## src/rtl/ser_tx_start_pkg.sv

```systemverilog
`timescale 1ns/1ps
package ser_tx_start_pkg;

  // Field positions inside the configuration word.
  localparam int PERIOD_LSB = 24;
  localparam int DELAY_LSB  = 16;
  localparam int MODE_LSB   = 8;
  localparam int MODE_W     = 4;

  typedef enum logic [MODE_W-1:0] {
    SM_CONT   = 4'd0,
    SM_RX     = 4'd1,
    SM_LOW    = 4'd2,
    SM_HIGH   = 4'd3,
    SM_FALL   = 4'd4,
    SM_RISE   = 4'd5,
    SM_CHANGE = 4'd6,
    SM_EDGE   = 4'd7
  } startMode_t;

  typedef enum logic [1:0] {
    ST_IDLE,
    ST_DELAY,
    ST_BUSY
  } txState_t;

  // Strobes sent from the control FSM to the datapath.
  typedef struct packed {
    logic loadDelay;
    logic stepDelay;
    logic fire;
  } ctlStrobe_t;

endpackage

```

## src/rtl/ser_tx_start_dp.sv

```systemverilog
`timescale 1ns/1ps
module ser_tx_start_dp
  import ser_tx_start_pkg::*;
#(
  parameter int PERIOD_W    = 8,
  parameter int DELAY_W     = 8,
  parameter int SYNC_STAGES = 2
) (
  input  logic        clk,
  input  logic        rstN,
  input  logic        bitTick,
  input  logic        txEnable,
  input  logic        wordReady,
  input  logic        rxStart,
  input  logic        fsyncIn,
  input  logic        cfgWrite,
  input  logic [31:0] cfgWord,
  input  ctlStrobe_t  strobe,
  output logic        trigger,
  output logic        delayZero,
  output logic        delayLast,
  output logic        txStart,
  output logic        fsyncOut
);

  localparam int FS_W = PERIOD_W + 1;

  // Configuration register.
  logic [PERIOD_W-1:0] periodReg;
  logic [DELAY_W-1:0]  delayReg;
  logic [MODE_W-1:0]   modeReg;
  logic                unusedCfgBits;

  assign unusedCfgBits = ^{cfgWord[15:12], cfgWord[7:0]};

  always_ff @(posedge clk or negedge rstN) begin
    if (!rstN) begin
      periodReg <= '0;
      delayReg  <= '0;
      modeReg   <= '0;
    end else if (cfgWrite) begin
      periodReg <= cfgWord[PERIOD_LSB +: PERIOD_W];
      delayReg  <= cfgWord[DELAY_LSB +: DELAY_W];
      modeReg   <= cfgWord[MODE_LSB +: MODE_W];
    end
  end

  // Frame-sync input synchronizer, advanced on bit ticks.
  logic [SYNC_STAGES-1:0] syncChain;
  logic                   syncCur;
  logic                   syncPrev;

  generate
    if (SYNC_STAGES == 1) begin : gSyncOne
      always_ff @(posedge clk or negedge rstN) begin
        if (!rstN)        syncChain <= '0;
        else if (bitTick) syncChain <= fsyncIn;
      end
    end else begin : gSyncMany
      always_ff @(posedge clk or negedge rstN) begin
        if (!rstN)        syncChain <= '0;
        else if (bitTick) syncChain <= {syncChain[SYNC_STAGES-2:0], fsyncIn};
      end
    end
  endgenerate

  assign syncCur = syncChain[SYNC_STAGES-1];

  always_ff @(posedge clk or negedge rstN) begin
    if (!rstN)        syncPrev <= 1'b0;
    else if (bitTick) syncPrev <= syncCur;
  end

  // Start condition decode.
  always_comb begin
    case (modeReg)
      SM_CONT:   trigger = wordReady;
      SM_RX:     trigger = rxStart;
      SM_LOW:    trigger = !syncCur;
      SM_HIGH:   trigger = syncCur;
      SM_FALL:   trigger = syncPrev && !syncCur;
      SM_RISE:   trigger = !syncPrev && syncCur;
      SM_CHANGE: trigger = syncPrev ^ syncCur;
      SM_EDGE:   trigger = syncPrev ^ syncCur;
      default:   trigger = 1'b0;
    endcase
  end

  // Start delay counter.
  logic [DELAY_W-1:0] delayCnt;

  always_ff @(posedge clk or negedge rstN) begin
    if (!rstN)                 delayCnt <= '0;
    else if (strobe.loadDelay) delayCnt <= delayReg;
    else if (strobe.stepDelay) delayCnt <= delayCnt - 1'b1;
  end

  assign delayZero = (delayReg == '0);
  assign delayLast = (delayCnt == DELAY_W'(1));

  always_ff @(posedge clk or negedge rstN) begin
    if (!rstN) txStart <= 1'b0;
    else       txStart <= strobe.fire;
  end

  // Periodic frame-sync generator: wraps after 2*(P+1) ticks.
  logic [FS_W-1:0] fsCnt;
  logic [FS_W-1:0] fsLast;

  assign fsLast = {periodReg, 1'b1};

  always_ff @(posedge clk or negedge rstN) begin
    if (!rstN) begin
      fsCnt    <= '0;
      fsyncOut <= 1'b0;
    end else begin
      fsyncOut <= 1'b0;
      if (cfgWrite || !txEnable) begin
        fsCnt <= '0;
      end else if (bitTick && (periodReg != '0)) begin
        if (fsCnt == fsLast) begin
          fsCnt    <= '0;
          fsyncOut <= 1'b1;
        end else begin
          fsCnt <= fsCnt + 1'b1;
        end
      end
    end
  end

  // reserved encodings never present a start condition.
  a_r6_reserved_quiet: assert property (@(posedge clk) disable iff (!rstN)
    modeReg[MODE_W-1] |-> !trigger);

  // a disabled transmitter gets no start strobe.
  a_r9_disabled_no_start: assert property (@(posedge clk) disable iff (!rstN)
    !txEnable |=> !txStart);

  // zero period keeps the frame sync quiet.
  a_r10_zero_period_quiet: assert property (@(posedge clk) disable iff (!rstN)
    (periodReg == '0) |=> !fsyncOut);

  // the frame-sync pulse is one cycle wide.
  a_r11_fsync_single: assert property (@(posedge clk) disable iff (!rstN)
    fsyncOut |=> !fsyncOut);

endmodule

```

## src/rtl/ser_tx_start_ctl.sv

```systemverilog
`timescale 1ns/1ps
module ser_tx_start_ctl
  import ser_tx_start_pkg::*;
(
  input  logic       clk,
  input  logic       rstN,
  input  logic       bitTick,
  input  logic       txEnable,
  input  logic       xferDone,
  input  logic       trigger,
  input  logic       delayZero,
  input  logic       delayLast,
  output ctlStrobe_t strobe
);

  txState_t state;
  txState_t nextState;

  always_comb begin
    strobe    = '0;
    nextState = state;
    case (state)
      ST_IDLE: begin
        if (bitTick && txEnable && trigger) begin
          if (delayZero) begin
            strobe.fire = 1'b1;
            nextState   = ST_BUSY;
          end else begin
            strobe.loadDelay = 1'b1;
            nextState        = ST_DELAY;
          end
        end
      end
      ST_DELAY: begin
        if (!txEnable) begin
          nextState = ST_IDLE;
        end else if (bitTick) begin
          if (delayLast) begin
            strobe.fire = 1'b1;
            nextState   = ST_BUSY;
          end else begin
            strobe.stepDelay = 1'b1;
          end
        end
      end
      ST_BUSY: begin
        if (bitTick && xferDone) begin
          if (txEnable && trigger) begin
            if (delayZero) begin
              strobe.fire = 1'b1;
            end else begin
              strobe.loadDelay = 1'b1;
              nextState        = ST_DELAY;
            end
          end else begin
            nextState = ST_IDLE;
          end
        end
      end
      default: nextState = ST_IDLE;
    endcase
  end

  always_ff @(posedge clk or negedge rstN) begin
    if (!rstN) state <= ST_IDLE;
    else       state <= nextState;
  end

  // no start while a transfer runs, except on its completion tick.
  a_r8_busy_quiet: assert property (@(posedge clk) disable iff (!rstN)
    (state == ST_BUSY && !(bitTick && xferDone)) |-> !strobe.fire);

  // a countdown ends only when the datapath counter reaches its last tick.
  a_r7_delay_exit: assert property (@(posedge clk) disable iff (!rstN)
    (state == ST_DELAY && strobe.fire) |-> delayLast);

endmodule

```

## src/rtl/ser_tx_start_ctrl.sv

```systemverilog
`timescale 1ns/1ps
module ser_tx_start_ctrl
  import ser_tx_start_pkg::*;
#(
  parameter int PERIOD_W    = 8,
  parameter int DELAY_W     = 8,
  parameter int SYNC_STAGES = 2
) (
  input  logic        clk,
  input  logic        rstN,
  input  logic        bitTick,
  input  logic        txEnable,
  input  logic        wordReady,
  input  logic        xferDone,
  input  logic        rxStart,
  input  logic        fsyncIn,
  input  logic        cfgWrite,
  input  logic [31:0] cfgWord,
  output logic        txStart,
  output logic        fsyncOut
);

  ctlStrobe_t strobe;
  logic       trigger;
  logic       delayZero;
  logic       delayLast;

  ser_tx_start_ctl uCtl (
    .clk       (clk),
    .rstN      (rstN),
    .bitTick   (bitTick),
    .txEnable  (txEnable),
    .xferDone  (xferDone),
    .trigger   (trigger),
    .delayZero (delayZero),
    .delayLast (delayLast),
    .strobe    (strobe)
  );

  ser_tx_start_dp #(
    .PERIOD_W    (PERIOD_W),
    .DELAY_W     (DELAY_W),
    .SYNC_STAGES (SYNC_STAGES)
  ) uDp (
    .clk       (clk),
    .rstN      (rstN),
    .bitTick   (bitTick),
    .txEnable  (txEnable),
    .wordReady (wordReady),
    .rxStart   (rxStart),
    .fsyncIn   (fsyncIn),
    .cfgWrite  (cfgWrite),
    .cfgWord   (cfgWord),
    .strobe    (strobe),
    .trigger   (trigger),
    .delayZero (delayZero),
    .delayLast (delayLast),
    .txStart   (txStart),
    .fsyncOut  (fsyncOut)
  );

endmodule

```

## config.mk

```make
export PLATFORM = sky130hd
export DESIGN_NAME = ser_tx_start_ctrl
export DESIGN_NICKNAME = d
export VERILOG_FILES = /design/src/rtl/ser_tx_start_pkg.sv /design/src/rtl/ser_tx_start_dp.sv /design/src/rtl/ser_tx_start_ctl.sv /design/src/rtl/ser_tx_start_ctrl.sv
export SDC_FILE = /design/constraint.sdc
export NUM_CORES = 1
export LEC_CHECK = 0
export ABC_AREA = 1
export BUFFER_PORTS_ARGS = -buffer_cell sky130_fd_sc_hd__clkbuf_2
export CORE_AREA = 2 2 88 111
export DETAILED_ROUTE_END_ITERATION = 12
export DIE_AREA = 0 0 90 113
export GPL_TIMING_DRIVEN = 0
export PLACE_DENSITY = 0.5
export SETUP_SLACK_MARGIN = 0.05
export SLEW_MARGIN = 30
export SYNTH_ARGS = -nofsm -noshare
export SYNTH_HDL_FRONTEND = slang
export SYNTH_SLANG_ARGS = --single-unit
```

## constraint.sdc

```tcl
create_clock -name clk -period 2.2 [get_ports clk]
set_clock_uncertainty 0.15 [all_clocks]
set_input_delay 0.11 -clock clk [delete_from_list [all_inputs] [get_ports clk]]
set_output_delay 0.11 -clock clk [all_outputs]
set_load 0.05 [all_outputs]
```

Yosys cells after proc, flatten, opt, wreduce, memory -nomap -nowiden
Cells that the tools add are included.
Word-level totals
  output and inout port bits: 2
  register bits: 44
  input port bits: 41
Cells by class
  equal/unequal tests: 16
  bitwise operators: 1
  multiplexer cells: 33
  reduce and logical (&&, ||, !) cells: 19
  add/sub/neg operators: 2
Operators by type and width (count)
  $mux 9: 3
  $mux 2: 10
  $eq 4x3->1 const B: 4
  $mux 8: 2
  $mux 1: 14
  $add 9x1->9 const B: 1
  $eq 9x9->1: 1
  $ne 3x3->1 const B: 3
  $eq 4x2->1 const B: 2
  $eq 8x1->1 const B: 1
  $logic_not 8->1: 1
  $reduce_bool 8->1: 1
  $sub 8x1->8 const B: 1
  $logic_and 1x1->1: 7
  $pmux 1 s7: 1
  $pmux 2 s3: 1
  $reduce_and 5->1: 1
  $eq 4x1->1 const B: 1
  $logic_not 4->1: 1
  $ne 2x1->1 const B: 2
  $reduce_bool 2->1: 2
  $logic_not 1->1: 3
  $pmux 1 s3: 1
  $eq 2x1->1 const B: 1
  6 further kinds: 6

Longest topological paths before layout
  depth in word-level cells: 8
  gate-level depth with buffers: 14
  mapped depth without buffers: 13

By module
Synthesis repeated with hierarchy kept, for this count alone.
Unflattened totals
  cell total of the unflattened synthesis: 343
  area total of the unflattened synthesis: 2552.4 sq um
By module, submodules not included
  ser_tx_start_dp: cells an instance 307, area each 2364.8 sq um, times used 1
  ser_tx_start_ctl: cells an instance 36, area each 187.7 sq um, times used 1

Least setup slack after synthesis
OpenSTA, ideal clock, no wires.
  path kind: register to register
  start: register uDp.syncChain[1]
  end: register uDp.delayCnt[2]
  required time: 1933 ps
  data arrival time: 1460 ps
  stages on the path, launching flop included: 11
  setup slack: 473 ps
  period minus slack after synthesis: 1727 ps
  library setup time: 117 ps
  path through: dfrtp_1 ha_1 a21oi_1 nand2_1 nand2_4 nand4_4 nand2_4 buf_8 nand2_2 nand2_1 nand2_1
Between the ends
  cells in the longest elaborated chain, start to end: 8
Ends and longest elaborated chain
  start: declaration: line ser_tx_start_dp.sv:49  | logic [SYNC_STAGES-1:0] syncChain;
  start signal: assignment: line ser_tx_start_dp.sv:62  | else if (bitTick) syncChain <= {syncChain[SYNC_STAGES-2:0], fsyncIn};
  $logic_not 1->1: line ser_tx_start_dp.sv:79, ser_tx_start_dp.sv:81
  $logic_and 1x1->1: line ser_tx_start_dp.sv:81  | SM_FALL: trigger = syncPrev && !syncCur;
  $pmux 1 s7 *: line ser_tx_start_dp.sv:76  | case (modeReg)
  $logic_and 1x1->1: line ser_tx_start_ctl.sv:48  | if (txEnable && trigger) begin
  $mux 1: line ser_tx_start_ctl.sv:48
  $mux 1: line ser_tx_start_ctl.sv:47  | if (bitTick && xferDone) begin
  $pmux 1 s2 *: line ser_tx_start_ctl.sv:22  | case (state)
  $mux 8 / $reduce_bool 2->1 (equally long branches)
  end signal: assignment: line ser_tx_start_dp.sv:94  | else if (strobe.loadDelay) delayCnt <= delayReg;
  end signal: assignment: line ser_tx_start_dp.sv:95  | else if (strobe.stepDelay) delayCnt <= delayCnt - 1'b1;
  end: declaration: line ser_tx_start_dp.sv:90  | logic [DELAY_W-1:0] delayCnt;
Mark *: on every way between the ends. The rest lies on a longest branch, timed or not.
A chain may end at the register's enable or synchronous reset.

Final worst setup path
  start: register uDp.syncChain[1]
  end: register uDp.delayCnt[4]
The elaborated chain is that of the path after synthesis.

==> impl_metrics.ini <==
[detailed_routing]
ant_nets = 0
drt_iter0_drc = 133
post_drt_wl_per_cell_microns = 12.2
drtPass1Iterations = 4
drt-total-wl_microns = 6370
num_vias = 2320
via_per_inst = 4.44
drc = 0

[global_route]
grt_pass1_wl_microns = 11200
use_met3 = 0.0240
grt_pass1_vias = 2437
busiest_layer = met2
antenna_found_initial = 0
overflow = 0
use_met1 = 0.151
grt_max_degree = 45
grt_use_total = 0.135
grtUsageMet2 = 0.261

[timing]
rsz0062_at_grt = no
fin_hold_ws_ps = 27.8
max_freq_ghz = 0.523
fin_setup_tns_ps = 0
final_max_slew_viol_count = 0
setup_violations = 0
finalHoldViolCount = 0
tightest_slew_ps = 610
period_share = 0.869
min_period_ps = 1910
slew_headroom = 0.594

[place]
dp_hpwl_microns = 4700
portBuffers = 29
routabilityCongestion = 0.829
placed_cells = 493
placed_area_sq_mm = 0.00288

[setup_path]
critPathKind = flip-flop to flip-flop
cpPeakStageDelay_ps = 420
path_delay_family = simple AND/OR/NAND/NOR gates
r2r_slack_ps = 290
crit_buf_inv = 1
crit_path_cell_trace = ha_1, a21oi_1, nand2_1, nand2_4, nand4_4, nand2_4, buf_8, nand2_2, nand2_1, nand2_1
required_ps = 2220
cp-end-kind = flip-flop
arrival_ps = 1940
setup.worst_path.start_class = flip-flop
cpMostUsedCell = nand2_1
cp_max_fo = 10
slowest_stage = dfrtp_1

[clock_network]
root_buffer = clkbuf_16
clkTransAtPathRegs_ps = 60
clk_latency_ps = 280
htree_levels = 2
cts_buffer_depth = 2
cts_tree = done
cts.sinks = 44
cts_buffers = 5

[cells_and_area]
instances_no_fill = 523
antenna_cells = 0
nets = 448
drive_gt1_frac = 0.143
area_delta_synth_final_pct = 26.2
design_area_sq_mm = 0.00326

[power_and_ir_drop]
switching_share = 0.335
clockPowerShare = 0.284
p_per_area_mw_per_mm2 = 746
ir_drop_mv = 0.286
p_leak_nw = 1.62
pwr-share-comb = 0.283
p_total_w = 0.00243
switching_power_w = 0.000813
pwr-share-seq = 0.433
p_int_w = 0.00162

[floorplanning]
dieWidth_microns = 90
rows = 39
start_util = 0.284
die_h_microns = 113
coreArea_sq_mm = 0.00908
io_pins = 43
dieArea_sq_mm = 0.0102

[logic_synthesis]
syn_nets = 387
synth_cell_type_count = 25
ys_ff_latch = 44
syn_inst = 341
ys_seq_area_frac = 0.427
syn-mean-instance-area_sq_um = 7.57
ys.warnings.count = 0
syn_area_sq_mm = 0.00258

[worst_hold_path]
hp-class = input pin to flip-flop

[status]
status = complete, no violations

[job]
cap_violations = 0
==> worst paths after layout <==
| check | startpoint | endpoint | depth (start not counted) |
|---|---|---|---|
| setup / recovery | uDp.syncChain[1] | uDp.delayCnt[4] | 10 |
| hold / removal | cfgWrite | uDp.fsyncOut | 4 |
| setup reg to reg | uDp.syncChain[1] | uDp.delayCnt[4] | 10 |
| max in group asynchronous | rstN | uDp.syncPrev | 2 |
| hold reg to reg | uDp.delayCnt[7] | uDp.delayCnt[7] | 2 |
| min in group asynchronous | rstN | uDp.periodReg[6] | 2 |
==> worst register-to-register path: cells and delay by family (launching register included) <==
family | cells | cell delay, ps
AO/OA/AOI/OAI | 1 | 130
flip-flops | 1 | 420
buffers and inverters | 1 | 140
AND/OR/NAND/NOR | 7 | 680
adder cells (fa/ha/maj) | 1 | 290
==> per-layer routing <==
layer | part of all wire | wire (microns)
met2 | 0.56 | 3560
met5 | 0 | 0
met4 | 0.011 | 73
met1 | 0.41 | 2620
met3 | 0.019 | 123
==> final cells by class <==
cell class,count,area [sq um]
repair buffers,54,398
multi-input cells,231,1220
flip-flops and latches,44,1100
plain buffers,8,45.0
inverters,58,218
fillers,969,5820
well taps,123,154
clock buffers,5,125
==> per-stage QoR <==
step                      worst slack [ps]  utilization
after global routing                  80.7        0.359
final                                  288        0.359
after detailed placement               286        0.317
after CTS                              265        0.359
after floorplan                        473            -
after global placement                 290        0.317
==> registers in the layout, indices dropped and copies added, names as in the netlist <==
| signal | count |
|---|---|
| uDp.fsCnt | 9 |
| uDp.delayCnt | 8 |
| uDp.delayReg | 8 |
| uDp.periodReg | 8 |
| uDp.modeReg | 4 |
| uCtl.state | 2 |
| uDp.syncChain | 2 |
| uDp.fsyncOut | 1 |
| uDp.syncPrev | 1 |
| uDp.txStart | 1 |
==> power by group through the flow <==
stage,registers [W],clock network (W),logic (W)
2_1_floorplan,0.00104,0,0.000512
3_3_place_gp,0.00106,0,0.000652
3_5_place_dp,0.00107,0,0.000653
4_1_cts,0.00105,0.000718,0.000693
5_1_grt,0.00107,0.000750,0.000810
6_report,0.00105,0.000690,0.000686
==> synthesized netlist by cell type (all sizes together) <==
library cell | n | area, sq um
o21bai | 2 | 15.0
nand3 | 24 | 120
inv | 58 | 218
o21ai | 36 | 180
xor2 | 13 | 114
or2 | 1 | 6.26
buf | 2 | 22.5
clkbuf | 6 | 22.5
nor2 | 23 | 98.8
nor4 | 2 | 12.5
nand4 | 16 | 130
a21oi | 6 | 30.0
ha | 5 | 62.6
nor3 | 4 | 20.0
xnor2 | 3 | 26.3
a221oi | 1 | 8.76
nand2 | 95 | 392
dfrtp | 44 | 1100
==> cells in the final DEF (no fill, tap or decap), drive strengths merged <==
master / instances
nand4: 16
o21bai: 2
inv: 58
or2: 1
nor3: 4
dfrtp: 44
buf: 2
a21oi: 6
nand3: 24
xnor2: 3
xor2: 13
nor4: 2
a221oi: 1
nand2: 95
clkbuf: 40
ha: 5
nor2: 23
o21ai: 36
dlygate4sd3: 25
==> logic make-up (layout without fill, tap and decap cells) <==
logic type,Yosys count,in the layout,synth area share
xor+xnor,16,16,0.0543
simple gates,165,165,0.302
fa+ha+maj,5,5,0.0242
compound gates,45,45,0.0907
buf+inv,66,125,0.102
flops,44,44,0.427
==> timing repair <==
action / CTS / global route
hold buffers: 25 / 0
gates resized for setup: 0 / 0
hold endpoints to repair: 68 / 0
setup buffers: 0 / 0
Power figures use the tool's default switching activity.
